File: config.mk
export PLATFORM = sky130hd
export DESIGN_NAME = cpwm_deadtime
export DESIGN_NICKNAME = d
export VERILOG_FILES = /design/src/rtl/cpwm_pkg.sv /design/src/rtl/cpwm_edge_det.sv /design/src/rtl/cpwm_dead_cnt.sv /design/src/rtl/cpwm_out_stage.sv /design/src/rtl/cpwm_deadtime.sv
export SDC_FILE = /design/constraint.sdc
export NUM_CORES = 1
export LEC_CHECK = 0
export BUFFER_PORTS_ARGS = -buffer_cell sky130_fd_sc_hd__buf_2
export CAP_MARGIN = 30
export CORE_MARGIN = 1.5
export CORE_UTILIZATION = 35
export DETAILED_ROUTE_END_ITERATION = 10
export GPL_ROUTABILITY_DRIVEN = 1
export PLACE_DENSITY_LB_ADDON = 0.05
export SLEW_MARGIN = 10
export SYNTH_ARGS = -nofsm -noshare
export SYNTH_HDL_FRONTEND = slang
export SYNTH_HIERARCHICAL = 1
export SYNTH_SLANG_ARGS = --single-unit
File: constraint.sdc
create_clock -name clk -period 2.8 [get_ports clk]
set_input_delay 0 -clock clk [delete_from_list [all_inputs] [get_ports clk]]
set_output_delay 0 -clock clk [all_outputs]
set_load 0.05 [all_outputs]
File: src/rtl/cpwm_pkg.sv
package cpwm_pkg;
  localparam int SIDE_HI = 0;
  localparam int SIDE_LO = 1;
  localparam int N_SIDES = 2;
endpackage

File: src/rtl/cpwm_edge_det.sv
// Flags a reference transition; the first cycle after reset also counts
// as a transition so the initial side obeys the dead band.
module cpwm_edge_det (
  input  logic clk,
  input  logic rst_n,
  input  logic ref_in,
  output logic ref_edge
);
  logic ref_q, ref_d;
  logic armed_q, armed_d;

  always_comb begin
    ref_d    = ref_in;
    armed_d  = 1'b1;
    ref_edge = (ref_in ^ ref_q) | ~armed_q;
  end

  always_ff @(posedge clk or negedge rst_n) begin
    if (!rst_n) begin
      ref_q   <= 1'b0;
      armed_q <= 1'b0;
    end else begin
      ref_q   <= ref_d;
      armed_q <= armed_d;
    end
  end
endmodule

File: src/rtl/cpwm_dead_cnt.sv
// Dead band down-counter; reloads on each reference edge.
module cpwm_dead_cnt #(
  parameter int DT_W = 8
) (
  input  logic            clk,
  input  logic            rst_n,
  input  logic            load,
  input  logic [DT_W-1:0] dead_val,
  output logic            gap_done_nxt
);
  logic [DT_W-1:0] cnt_q, cnt_d;
  logic            cnt_en;
  logic            cnt_busy;

  always_comb begin
    cnt_busy = (cnt_q != '0);
    cnt_en   = load | cnt_busy;
    if (load)          cnt_d = dead_val;
    else if (cnt_busy) cnt_d = cnt_q - 1'b1;
    else               cnt_d = cnt_q;
    gap_done_nxt = (cnt_d == '0);
  end

  always_ff @(posedge clk or negedge rst_n) begin
    if (!rst_n)      cnt_q <= '0;
    else if (cnt_en) cnt_q <= cnt_d;
  end

  // A running dead band only counts down; dead_val is ignored until the next edge.
  assert_count_down_R10: assert property (@(posedge clk) disable iff (!rst_n)
    (!load && cnt_q != '0) |=> (cnt_q == DT_W'($past(cnt_q) - 1'b1)));
endmodule

File: src/rtl/cpwm_out_stage.sv
// Enable gating and per-pin polarity, applied after the dead-band logic.
module cpwm_out_stage #(
  parameter int N = 2
) (
  input  logic [N-1:0] act,
  input  logic         en,
  input  logic [N-1:0] pol,
  output logic [N-1:0] drv
);
  for (genvar g = 0; g < N; g++) begin : g_pin
    assign drv[g] = (act[g] & en) ^ pol[g];
  end
endmodule

File: src/rtl/cpwm_deadtime.sv
module cpwm_deadtime
  import cpwm_pkg::*;
#(
  parameter int DT_W = 8
) (
  input  logic            clk,
  input  logic            rst_n,
  input  logic            ref_in,
  input  logic [DT_W-1:0] dead_cycles,
  input  logic            out_en,
  input  logic            pol_hi,
  input  logic            pol_lo,
  output logic            drv_hi,
  output logic            drv_lo
);
  logic                 ref_edge;
  logic                 gap_done_nxt;
  logic [N_SIDES-1:0]   act_q, act_d;
  logic                 act_en;
  logic [N_SIDES-1:0]   pol_v, drv_v;

  cpwm_edge_det u_edge (
    .clk      (clk),
    .rst_n    (rst_n),
    .ref_in   (ref_in),
    .ref_edge (ref_edge)
  );

  cpwm_dead_cnt #(.DT_W(DT_W)) u_cnt (
    .clk          (clk),
    .rst_n        (rst_n),
    .load         (ref_edge),
    .dead_val     (dead_cycles),
    .gap_done_nxt (gap_done_nxt)
  );

  // A side is granted only when the reference selects it and no dead band runs.
  always_comb begin
    act_en           = ref_edge | gap_done_nxt;
    act_d[SIDE_HI]   =  ref_in & gap_done_nxt;
    act_d[SIDE_LO]   = ~ref_in & gap_done_nxt;
  end

  always_ff @(posedge clk or negedge rst_n) begin
    if (!rst_n)      act_q <= '0;
    else if (act_en) act_q <= act_d;
  end

  assign pol_v[SIDE_HI] = pol_hi;
  assign pol_v[SIDE_LO] = pol_lo;

  cpwm_out_stage #(.N(N_SIDES)) u_out (
    .act (act_q),
    .en  (out_en),
    .pol (pol_v),
    .drv (drv_v)
  );

  assign drv_hi = drv_v[SIDE_HI];
  assign drv_lo = drv_v[SIDE_LO];

  assert_no_overlap_R1: assert property (@(posedge clk) disable iff (!rst_n)
    !((drv_hi ^ pol_hi) && (drv_lo ^ pol_lo)));

  // Covers R3 as well: a nonzero dead band leaves both sides off after the edge.
  assert_dead_gap_R2: assert property (@(posedge clk) disable iff (!rst_n)
    (ref_edge && dead_cycles != '0) |=> (act_q == '0));

  assert_fast_off_hi_R4: assert property (@(posedge clk) disable iff (!rst_n)
    !ref_in |=> !act_q[SIDE_HI]);

  assert_fast_off_lo_R4: assert property (@(posedge clk) disable iff (!rst_n)
    ref_in |=> !act_q[SIDE_LO]);

  assert_disable_R8: assert property (@(posedge clk) disable iff (!rst_n)
    !out_en |-> (drv_hi == pol_hi && drv_lo == pol_lo));
endmodule

Word-level counts from Yosys, hierarchy flattened
Index checks and enable logic that the tools add are counted.
{"block": "word_totals", "ramBits": 0, "rom_bits": 0, "input_bits": 14, "ff_bits": 12, "latchBits": 0, "n_memories": 0}
{"block": "op_classes", "mul": 0, "eq_ne": 0, "bitwise_logic": 12, "magnitude_cmp": 0, "n_addsub": 1, "shift": 0, "n_div": 0, "n_mux": 2, "reduce_logical": 2}
{"cell": "$mux W8", "count": 2}
{"cell": "$logic_not A8 Y1", "count": 1}
{"cell": "$reduce_bool A8 Y1", "count": 1}
{"cell": "$sub A8 B1 Y8 const B", "count": 1}
{"cell": "$and A1 B1 Y1", "count": 4}
{"cell": "$or A1 B1 Y1", "count": 3}
{"cell": "$xor A1 B1 Y1", "count": 3}
{"cell": "$not A1 Y1", "count": 2}

Depth between registers and ports, before layout
Gate-level depths: netlist of run 1.
{"block": "depth", "word_depth": 5, "mapped_depth": 10}

By module
Netlist of run 1, hierarchy kept.
{"module": "cpwm_dead_cnt", "n_inst": 1, "cells_per_inst": 61, "seq_area_each_um2": 200.2, "area_per_inst_um2": 588.1}
{"module": "cpwm_deadtime", "n_inst": 1, "cells_per_inst": 6, "seq_area_each_um2": 50.0, "area_per_inst_um2": 75.1}
{"module": "cpwm_edge_det", "n_inst": 1, "cells_per_inst": 5, "seq_area_each_um2": 50.0, "area_per_inst_um2": 66.3}
{"module": "cpwm_out_stage", "n_inst": 1, "cells_per_inst": 4, "seq_area_each_um2": 0.0, "area_per_inst_um2": 25.0}

Worst setup path before layout of run 1
OpenSTA, ideal clock, no wires.
{"block": "synth_path", "path_kind": "reg-to-reg", "startpoint": "register u_cnt.cnt_q[0]", "endpoint": "register act_q[0]", "arrival_time_ps": 2305, "synth_period_minus_slack_ps": 2427, "setup_time_ps": 121, "n_path_buf": 0, "required_ps": 2679, "slack_ps": 373, "stages_incl_launch_ff": 10, "path_cell_list": "dfrtp_1 -> inv_1 -> ha_1 -> or3b_2 -> nor2_8 -> o31ai_2 -> or4_4 -> nor3_2 -> nor2_1 -> a22o_1"}
{"block": "synth_via", "elab_chain_len": 5}
{"element": "start, declared", "line_no": "cpwm_dead_cnt.sv:11", "source": "logic [DT_W-1:0] cnt_q, cnt_d;"}
{"element": "start signal, assigned", "line_no": "cpwm_dead_cnt.sv:26", "source": "else if (cnt_en) cnt_q <= cnt_d;"}
{"element": "$sub A8 B1 Y8 or $reduce_bool A8 Y1 (tied branches)", "line_no": "cpwm_dead_cnt.sv:19, cpwm_dead_cnt.sv:16"}
{"element": "$mux W8 (*)", "line_no": "cpwm_dead_cnt.sv:19", "source": "else if (cnt_busy) cnt_d = cnt_q - 1'b1;"}
{"element": "$mux W8 (*)", "line_no": "cpwm_dead_cnt.sv:18", "source": "if (load) cnt_d = dead_val;"}
{"element": "$logic_not A8 Y1 (*)", "line_no": "cpwm_dead_cnt.sv:21", "source": "gap_done_nxt = (cnt_d == '0);"}
{"element": "net gap_done_nxt", "line_no": "cpwm_deadtime.sv:17", "source": "logic gap_done_nxt;"}
{"element": "$and A1 B1 Y1 or $or A1 B1 Y1 (tied branches)", "line_no": "cpwm_deadtime.sv:40, cpwm_deadtime.sv:39"}
{"element": "end signal, assigned", "line_no": "cpwm_deadtime.sv:46", "source": "else if (act_en) act_q <= act_d;"}
{"element": "end, declared", "line_no": "cpwm_deadtime.sv:18", "source": "logic [N_SIDES-1:0] act_q, act_d;"}
Mark *: on every way through the listed nets, which the timed path passes. The rest lies on a longest branch.
A chain may end at the register's enable or synchronous reset.

Worst setup path in the final report of run 1
{"block": "layout_path", "startpoint": "register u_cnt.cnt_q[0]", "endpoint": "register act_q[1]"}
{"block": "layout_via", "elab_chain_len": 5}
{"element": "$sub A8 B1 Y8 or $reduce_bool A8 Y1 (tied branches)", "line_no": "cpwm_dead_cnt.sv:19, cpwm_dead_cnt.sv:16"}
{"element": "$mux W8 (*)", "line_no": "cpwm_dead_cnt.sv:19"}
{"element": "$mux W8 (*)", "line_no": "cpwm_dead_cnt.sv:18"}
{"element": "$logic_not A8 Y1 (*)", "line_no": "cpwm_dead_cnt.sv:21"}
{"element": "net gap_done_nxt", "line_no": "cpwm_deadtime.sv:17"}
{"element": "$and A1 B1 Y1 or $or A1 B1 Y1 (tied branches)", "line_no": "cpwm_deadtime.sv:41, cpwm_deadtime.sv:39"}
Marks and branches as above.

==> results.tsv, run 1 <==
metric	value	unit
outcome	finished, final reports clean	
num_antenna_cells	0	
hpwl	1.245	mm
syn_inst	76	
post_cts_buffers	0	
grt_antenna_before_repair	0	
core	2002	sq um
setup_slack	0.1947	ns
ios	16	
maxClockFrequency	383.8	MHz
final_hold_viol_count	0	
rsz0062_at_grt	false	
grt_pass1_wl	2.656	mm
fp.dieH	49.43	um
synthTopCellsByArea	dfrtp_1 40%, xnor2_1 7.0%, nand2_1 3.5%	
cts_max_path_buffers	2	
numCtsBuffers	3	
grt_max_degree	17	
drtAntennaViolNets	0	
yosysMostFrequentCell	dfrtp_1	
end_kind	register	
synth_top_area_share	0.3980	
report.final.slew_viol_count	0	
avgSynthCellArea	9.927	sq um
power_density	453.6	nW/um^2
cp-start-kind	register	
clk_pin_slew	0.07	ns
grt_use_met2	0.2365	
yosysTopAreaCell	dfrtp_1	
synthTopCellsByCount	12 x dfrtp_1, 7 x nand2_1, 6 x inv_1, 6 x xnor2_1, 5 x o21ai_0	
place_congestion	0.8191	
grt_util_met3	0.05828	
grt-busiest-layer	met2	
ys_seq_elements	12	
grtUsageTotal	0.1466	
start_util	0.3769	
routed_via_density	5.224	
ys.flop_type	dfrtp_1	
cts_tree	yes	
drt_iter0_markers	10	
drcViolationCount	0	
drive_above_1_share	0.2551	
syn_area	754.5	sq um
skew	0.004393	ns
synth_warnings	6	
crit_arrival	2.76	ns
die_w	49.43	um
grt_use_met1	0.1865	
finalSetupTns	0	ns
seq_area_frac_synth	0.3980	
insertion_delay	0.27	ns
synth.distinct_cells	35	
required	2.95	ns
h-tree-depth	1	
synth_edf_count	0	
worstSetupPathType	register to register	
grt_pass1_vias	613	
period_needed	2.605	ns
drtPass1Iterations	4	
finalNetCount	116	
vias	653	
routed_wl	1.615	mm
cts_root_buf	clkbuf_4	
fin_util	0.4650	
timing.final.crit_share	0.9305	
path_max_fanout	5	
rows	16	
async_flop_share	1.000	
portBuffers	15	
p_leak	0.0004224	uW
setup_violations	0	
overflow	0	
irDropWorstVdd	307.2	uV
cts_num_sinks	12	
die_area	2443	sq um
dpl_worst_slack	0.2019	ns
wl_per_cell	12.92	um
hold_class	input pin to register	
synth_fp_nets	92	
syn2layout_area_growth	23.38	%
drv_cap	0	
worst max-delay path, cell delays in order (launching register included):
cell and delay (ns):
dfrtp_1 0.42, inv_1 0.14, ha_1 0.18, or3b_2 0.54, nor2_8 0.16, o31ai_2 0.09
or4_4 0.48, nor3_2 0.18, nor2_1 0.09, a22o_1 0.20
worst paths after layout:
| kind | start | to | slack, ns | depth (start not counted) |
|---|---|---|---|---|
| worst min-delay path | dead_cycles[6] | u_cnt/cnt_q[6] | 0.002 | 2 |
| min in group asynchronous | rst_n | u_edge/ref_q | 0.13 | 2 |
| max in group asynchronous | rst_n | u_cnt/cnt_q[5] | 2.46 | 2 |
| worst max register to register | u_cnt/cnt_q[0] | act_q[1] | 0.19 | 9 |
| worst max-delay path | u_cnt/cnt_q[0] | act_q[1] | 0.19 | 9 |
| worst min register to register | act_q[1] | act_q[1] | 0.50 | 1 |
flip-flops by register name (all words and copies together) (netlist names):
signal          flops
u_cnt/cnt_q         8
act_q               2
u_edge/ref_q        1
u_edge/armed_q      1
placed cells by master (no fill, tap or decap), types with 2 or more instances in the layout:
cell	netlist	final
ha_1	2	2
dlygate4sd3_1	0	6
inv_1	6	6
nor2b_1	2	2
dfrtp_1	12	12
a22o_1	3	3
or4_1	2	2
clkbuf_4	0	3
xnor2_1	6	6
o31ai_1	2	2
nor3b_1	2	2
nand2_1	7	7
buf_2	0	15
o21ai_0	5	5
nor3_1	3	3
nor2_1	2	2
stage by stage:
| stage | instances | hold WS, ns | area (sq um) | total power (uW) |
|---|---|---|---|---|
| 2_1_floorplan | 76 | -0.2956 | 754.5 | 286.0 |
| 3_3_place_gp | 116 | -0.1064 | 848.3 | 319.9 |
| 3_5_place_dp | 116 | -0.1054 | 848.3 | 318.8 |
| 4_1_cts | 125 | 0.0007043 | 930.9 | 427.7 |
| 5_1_grt | 125 | 0.007252 | 930.9 | 452.0 |
| 6_report | 125 | 0.002129 | 930.9 | 422.3 |
per-layer routing:
| metal | part of all wire | up-vias |
|---|---|---|
| met1 | 0.48 | 311 |
| met4 | 0.0031 | 0 |
| met2 | 0.47 | 17 |
| met3 | 0.051 | 2 |
| li1 | - | 323 |
| met5 | 0 | - |
kinds of logic (layout without fill, tap and decap cells):
group           count (synthesis)  in the layout  synth area share
mux                             1              1           0.01327
compound gates                 19             19            0.1891
xor+xnor                        7              7           0.08126
other cells                     1              1          0.004970
fa+ha+maj                       2              2           0.03316
simple gates                   25             25            0.2206
buf+inv                         9             31           0.05970
flops                          12             12            0.3980
final cells by class:
class	instances	area [sq um]
tap	27	33.78
sequential	12	300.3
clock buffer	3	22.52
timing repair buffer	22	142.6
multi-input combinational	55	409.1
fill	196	1071
inverter	6	22.52
where the power goes:
group,total [uW],switching (uW),leakage [uW],internal (uW)
Sequential,210,21.5,0.000145,189
Combinational,112,60.3,0.000263,51.7
Clock,100,50.3,0.0000138,49.7
Total,422,132,0.000422,290
repair_timing:
item / in CTS / in global routing
resized for setup: 0 / 0
hold buffers: 6 / 0
endpoints found under the hold margin: 17 / 0
No activity file was read; power rests on OpenSTA's default activity.
==> run 2, diff against run 1 <==
Settings changed: BUFFER_PORTS_ARGS -buffer_cell sky130_fd_sc_hd__buf_2 to default, DONT_BUFFER_PORTS from default to 1.
==> run 2 against run 1 <==
Compared with the run above:
- via count shrank 9.2%
- worst setup slack got worse by 0.014 ns
- cell area is 2.2% lower
- count of clock-buffer cells in the layout stayed put
- maximum frequency down 0.55%
- critical path type unchanged
- highest routed layer is now met3
==> results.tsv, run 2 (synthesis results as in run 1) <==
metric	value	unit
drcViolationCount	0	
crit_cells	9	
routed_wl	1.465	mm
grt_max_degree	15	
rows	16	
power.total	416.3	uW
wl_per_cell	12.63	um
routed_via_density	5.112	
core	2002	sq um
place_congestion	0.7944	
portBuffers	0	
num_antenna_cells	0	
hold_class	input pin to asynchronous set/reset pin	
path_max_fanout	5	
final_cell_mix	12 x dfrtp_1, 10 x dlygate4sd3_1, 7 x nand2_1, 6 x inv_1, 6 x xnor2_1	
end_kind	register	
start_util	0.3769	
finalSetupTns	0	ns
crit_arrival	2.78	ns
cts_root_buf	clkbuf_4	
required	2.96	ns
drive_above_1_share	0.1348	
grt_pass1_wl	2.504	mm
regMostFlops	u_cnt/cnt_q	
grtUsageTotal	0.1391	
numCtsBuffers	3	
hpwl	1.135	mm
final_hold_viol_count	0	
finalHoldWorstSlack	0.1391	ns
worstSetupPathType	register to register	
setup_violations	0	
vias	593	
r2r_start	u_cnt/cnt_q[0]	
grt_pass1_vias	575	
maxClockFrequency	381.7	MHz
report.final.slew_viol_count	0	
ios	16	
drtPass1Iterations	4	
power_density	457.0	nW/um^2
irDropWorstVdd	234.1	uV
insertion_delay	0.27	ns
cts_max_path_buffers	2	
max_stage_delay	0.54	ns
finalNetCount	107	
cp-startpoint	u_cnt/cnt_q[0]	
cp_num_buf_inv	1	
critPathTopFamily	simple AND/OR/NAND/NOR gates	
ff_latch_area	300.3	sq um
drv_cap	0	
multi_input_area	409.1	sq um
drt_iter0_markers	10	
cp_cell_sequence	inv_1, ha_1, or3b_2, nor2_8, o31ai_2, or4_4, nor3_2, nor2_1, a22o_1	
overflow	0	
grt_antenna_before_repair	0	
die_w	49.43	um
fillCellCount	205	
skew	0.0006992	ns
fp.dieH	49.43	um
largest_reg_flops	8	
largestRegisters	u_cnt/cnt_q: 8 flops, act_q: 2 flops	
timing.final.crit_share	0.9356	
rsz0062_at_grt	false	
reg2reg_depth	9	
clk_pin_slew	0.07	ns
die_area	2443	sq um
worst_slew_pin_slew	0.5175	ns
syn2layout_area_growth	20.73	%
layout_commonest_cell	dfrtp_1	
outcome	finished, final reports clean	
cp-start-kind	register	
cts_tree	yes	
h-tree-depth	1	
period_needed	2.620	ns
cts_num_sinks	12	
max_slew_margin	0.6539	
p_leak	0.0003897	uW
cp_slowest_cell	or3b_2	
drtAntennaViolNets	0	
run 2: cell types whose count changed in the layout (fill, tap and decap cells not counted):
cell           previous run  this run
buf_2                    15         0
dlygate4sd3_1             6        10
buf_4                     1         3
run 2: final timing paths:
kind / endpoint / slack (ns)
worst max register to register: act_q[1] / 0.18
min in group clk: u_cnt/cnt_q[5] / 0.14
worst min register to register: act_q[0] / 0.50
max in group asynchronous: u_cnt/cnt_q[2] / 2.31
worst min-delay path: act_q[1] / 0.14
worst max-delay path: act_q[1] / 0.18
run 2: report_power, final:
| group | internal, uW | switching, uW |
|---|---|---|
| clock network | 49.7 | 51.1 |
| logic | 50.0 | 56.3 |
| registers | 189 | 20.4 |
| total | 288 | 128 |
run 2: layout make-up:
type | count | share of cell area
multi-input cells | 55 | 0.4492
flip-flops and latches | 12 | 0.3297
repair buffers | 13 | 0.1346
well taps | 27 | 0.03709
clock buffers | 3 | 0.02473
inverters | 6 | 0.02473
run 2: timing repair:
item	4_1_cts	5_1_grt
resized for setup	0	0
setup buffers	0	0
hold buffers	10	0
endpoints found under the hold margin	23	0
run 2: layer usage:
metal	routed length, um	vias to the layer above	track usage	share of wire
met5	0	-	0	0
met4	0	0	0.02778	0
met3	97	0	0.06442	0.066
met1	646	275	0.1757	0.44
li1	-	298	-	-
met2	720	20	0.2185	0.49
run 2: metrics by stage:
| stage | setup slack (ns) | instance area (sq um) | instances | util |
|---|---|---|---|---|
| 6_report | 0.1803 | 910.9 | 116 | 0.4550 |
| 5_1_grt | 0.06310 | 910.9 | 116 | 0.4550 |
| 4_1_cts | 0.1776 | 910.9 | 116 | 0.4550 |
| 3_5_place_dp | 0.1903 | 788.3 | 103 | 0.3938 |
| 3_3_place_gp | 0.2445 | 773.2 | 101 | 0.3863 |
| 2_1_floorplan | 0.3735 | 754.5 | 76 | - |
==> run 3, diff against run 2 <==
Settings changed: CORE_ASPECT_RATIO from default to 0.9.
==> run 3 against run 2 <==
Compared with the run above:
- total power up 2.8%
- register-to-register slack about the same
- non-clock buffer count is 1 higher
- utilization grew 1.5 points
- clock power is essentially flat
- wire length is 14% higher
- critical path depth unchanged
- maximum frequency increased by 0.14%
- count of clock-buffer cells in the layout did not move
- hold slack better by 0.021 ns
- die area about the same
- critical path type unchanged
- critical endpoint unchanged
- largest power group unchanged
==> results.tsv, run 3 (synthesis results as in run 1) <==
metric	value	unit
largestRegisters	u_cnt/cnt_q: 8 flops, act_q: 2 flops	
post_cts_buffers	0	
numCtsBuffers	3	
cp_cell_sequence	inv_1, ha_1, or3b_2, nor2_8, o31ai_2, or4_4, nor3_4, nor2_1, a22o_1	
layout_commonest_cell	dfrtp_1	
hold_class	input pin to asynchronous set/reset pin	
overflow	0	
drtAntennaViolNets	0	
cts_root_buf	clkbuf_4	
drive_above_1_share	0.1556	
h-tree-depth	1	
start_util	0.3829	
rows	15	
path_max_fanout	5	
cts_num_sinks	12	
required	2.96	ns
power_density	461.8	nW/um^2
max_slew_margin	0.6228	
largest_reg_flops	8	
grtUsageTotal	0.1591	
routed_wl	1.674	mm
p_leak	0.0003992	uW
worst_slew_pin_slew	0.5639	ns
routed_via_density	5.226	
clk_pin_slew	0.07	ns
fillCellCount	189	
setup_violations	0	
vias	601	
irDropWorstVdd	224.5	uV
core	1971	sq um
insertion_delay	0.27	ns
num_antenna_cells	0	
timing.final.crit_share	0.9343	
portBuffers	0	
final_hold_viol_count	0	
grt_antenna_before_repair	0	
cts_tree	yes	
report.final.slew_viol_count	0	
maxClockFrequency	382.3	MHz
grt_max_degree	14	
hpwl	1.251	mm
wl_per_cell	14.56	um
skew	0.006005	ns
max_stage_delay	0.56	ns
die_w	51.94	um
grt_pass1_vias	575	
fp.dieH	47.05	um
end_kind	register	
place_congestion	0.7713	
period_needed	2.616	ns
grt_pass1_wl	2.691	mm
drt_iter0_markers	11	
finalNetCount	108	
cp_slowest_cell	or3b_2	
drv_cap	0	
outcome	finished, final reports clean	
cp-start-kind	register	
finalHoldWorstSlack	0.1601	ns
rsz0062_at_grt	false	
drtPass1Iterations	4	
worstSetupPathType	register to register	
ios	16	
syn2layout_area_growth	22.89	%
finalSetupTns	0	ns
crit_arrival	2.77	ns
die_area	2444	sq um
regMostFlops	u_cnt/cnt_q	
drcViolationCount	0	
final_cell_mix	12 x dfrtp_1, 10 x dlygate4sd3_1, 7 x nand2_1, 6 x inv_1, 6 x xnor2_1	
cts_max_path_buffers	2	
run 3: metal layers:
layer / GRT usage / vias to the layer above / routed length, um
li1: - / 302 / -
met1: 0.2139 / 281 / 832
met2: 0.2354 / 16 / 749
met3: 0.04777 / 2 / 80
met4: 0.07895 / 0 / 12
met5: 0 / - / 0
run 3: path summary, 6_finish.rpt:
| path | slack (ns) | end | startpoint | cells past startpoint |
|---|---|---|---|---|
| max | 0.18 | act_q[1] | u_cnt/cnt_q[0] | 9 |
| min | 0.16 | u_cnt/cnt_q[4] | rst_n | 1 |
| max reg2reg | 0.18 | act_q[1] | u_cnt/cnt_q[0] | 9 |
| min reg2reg | 0.50 | act_q[0] | act_q[0] | 1 |
| max in group asynchronous | 2.27 | u_cnt/cnt_q[3] | rst_n | 1 |
| min in group clk | 0.23 | drv_lo | pol_lo | 2 |
run 3: what timing repair did:
item	4_1_cts	5_1_grt
resized for setup	0	2
endpoints found under the setup margin	0	2
hold buffers	10	0
endpoints found under the hold margin	23	0
run 3: cell type report:
| class | count | area (sq um) | share of cell area |
|---|---|---|---|
| Multi-Input combinational cell | 55 | 420.4 | 0.4534 |
| Clock buffer | 3 | 22.52 | 0.02429 |
| Sequential cell | 12 | 300.3 | 0.3239 |
| Timing Repair Buffer | 14 | 130.1 | 0.1404 |
| Inverter | 6 | 22.52 | 0.02429 |
| Tap cell | 25 | 31.28 | 0.03374 |
run 3: critical path, delay by kind of cell (launching register included):
kind,cells,cell delay (ns)
AO/OA/AOI/OAI,2,0.30
adder cells (fa/ha/maj),1,0.19
buffers and inverters,1,0.14
flip-flops,1,0.43
AND/OR/NAND/NOR,5,1.45
run 3: power by group:
| group | total (uW) | leakage, uW | internal (uW) | switching (uW) |
|---|---|---|---|---|
| Clock | 103 | 0.0000138 | 49.7 | 53.7 |
| Combinational | 117 | 0.000240 | 52.3 | 64.8 |
| Sequential | 208 | 0.000145 | 189 | 19.0 |
| Total | 428 | 0.000399 | 291 | 138 |
run 3: through the flow:
step | std cells | util | area, sq um | power (uW) | setup WS [ns]
2_1_floorplan | 76 | - | 754.5 | 286.0 | 0.3735
3_3_place_gp | 100 | 0.3949 | 778.2 | 307.4 | 0.1526
3_5_place_dp | 102 | 0.4025 | 793.3 | 309.2 | 0.1295
4_1_cts | 115 | 0.4648 | 915.9 | 431.4 | 0.1104
5_1_grt | 115 | 0.4705 | 927.1 | 456.2 | 0.04506
6_report | 115 | 0.4705 | 927.1 | 428.1 | 0.1840
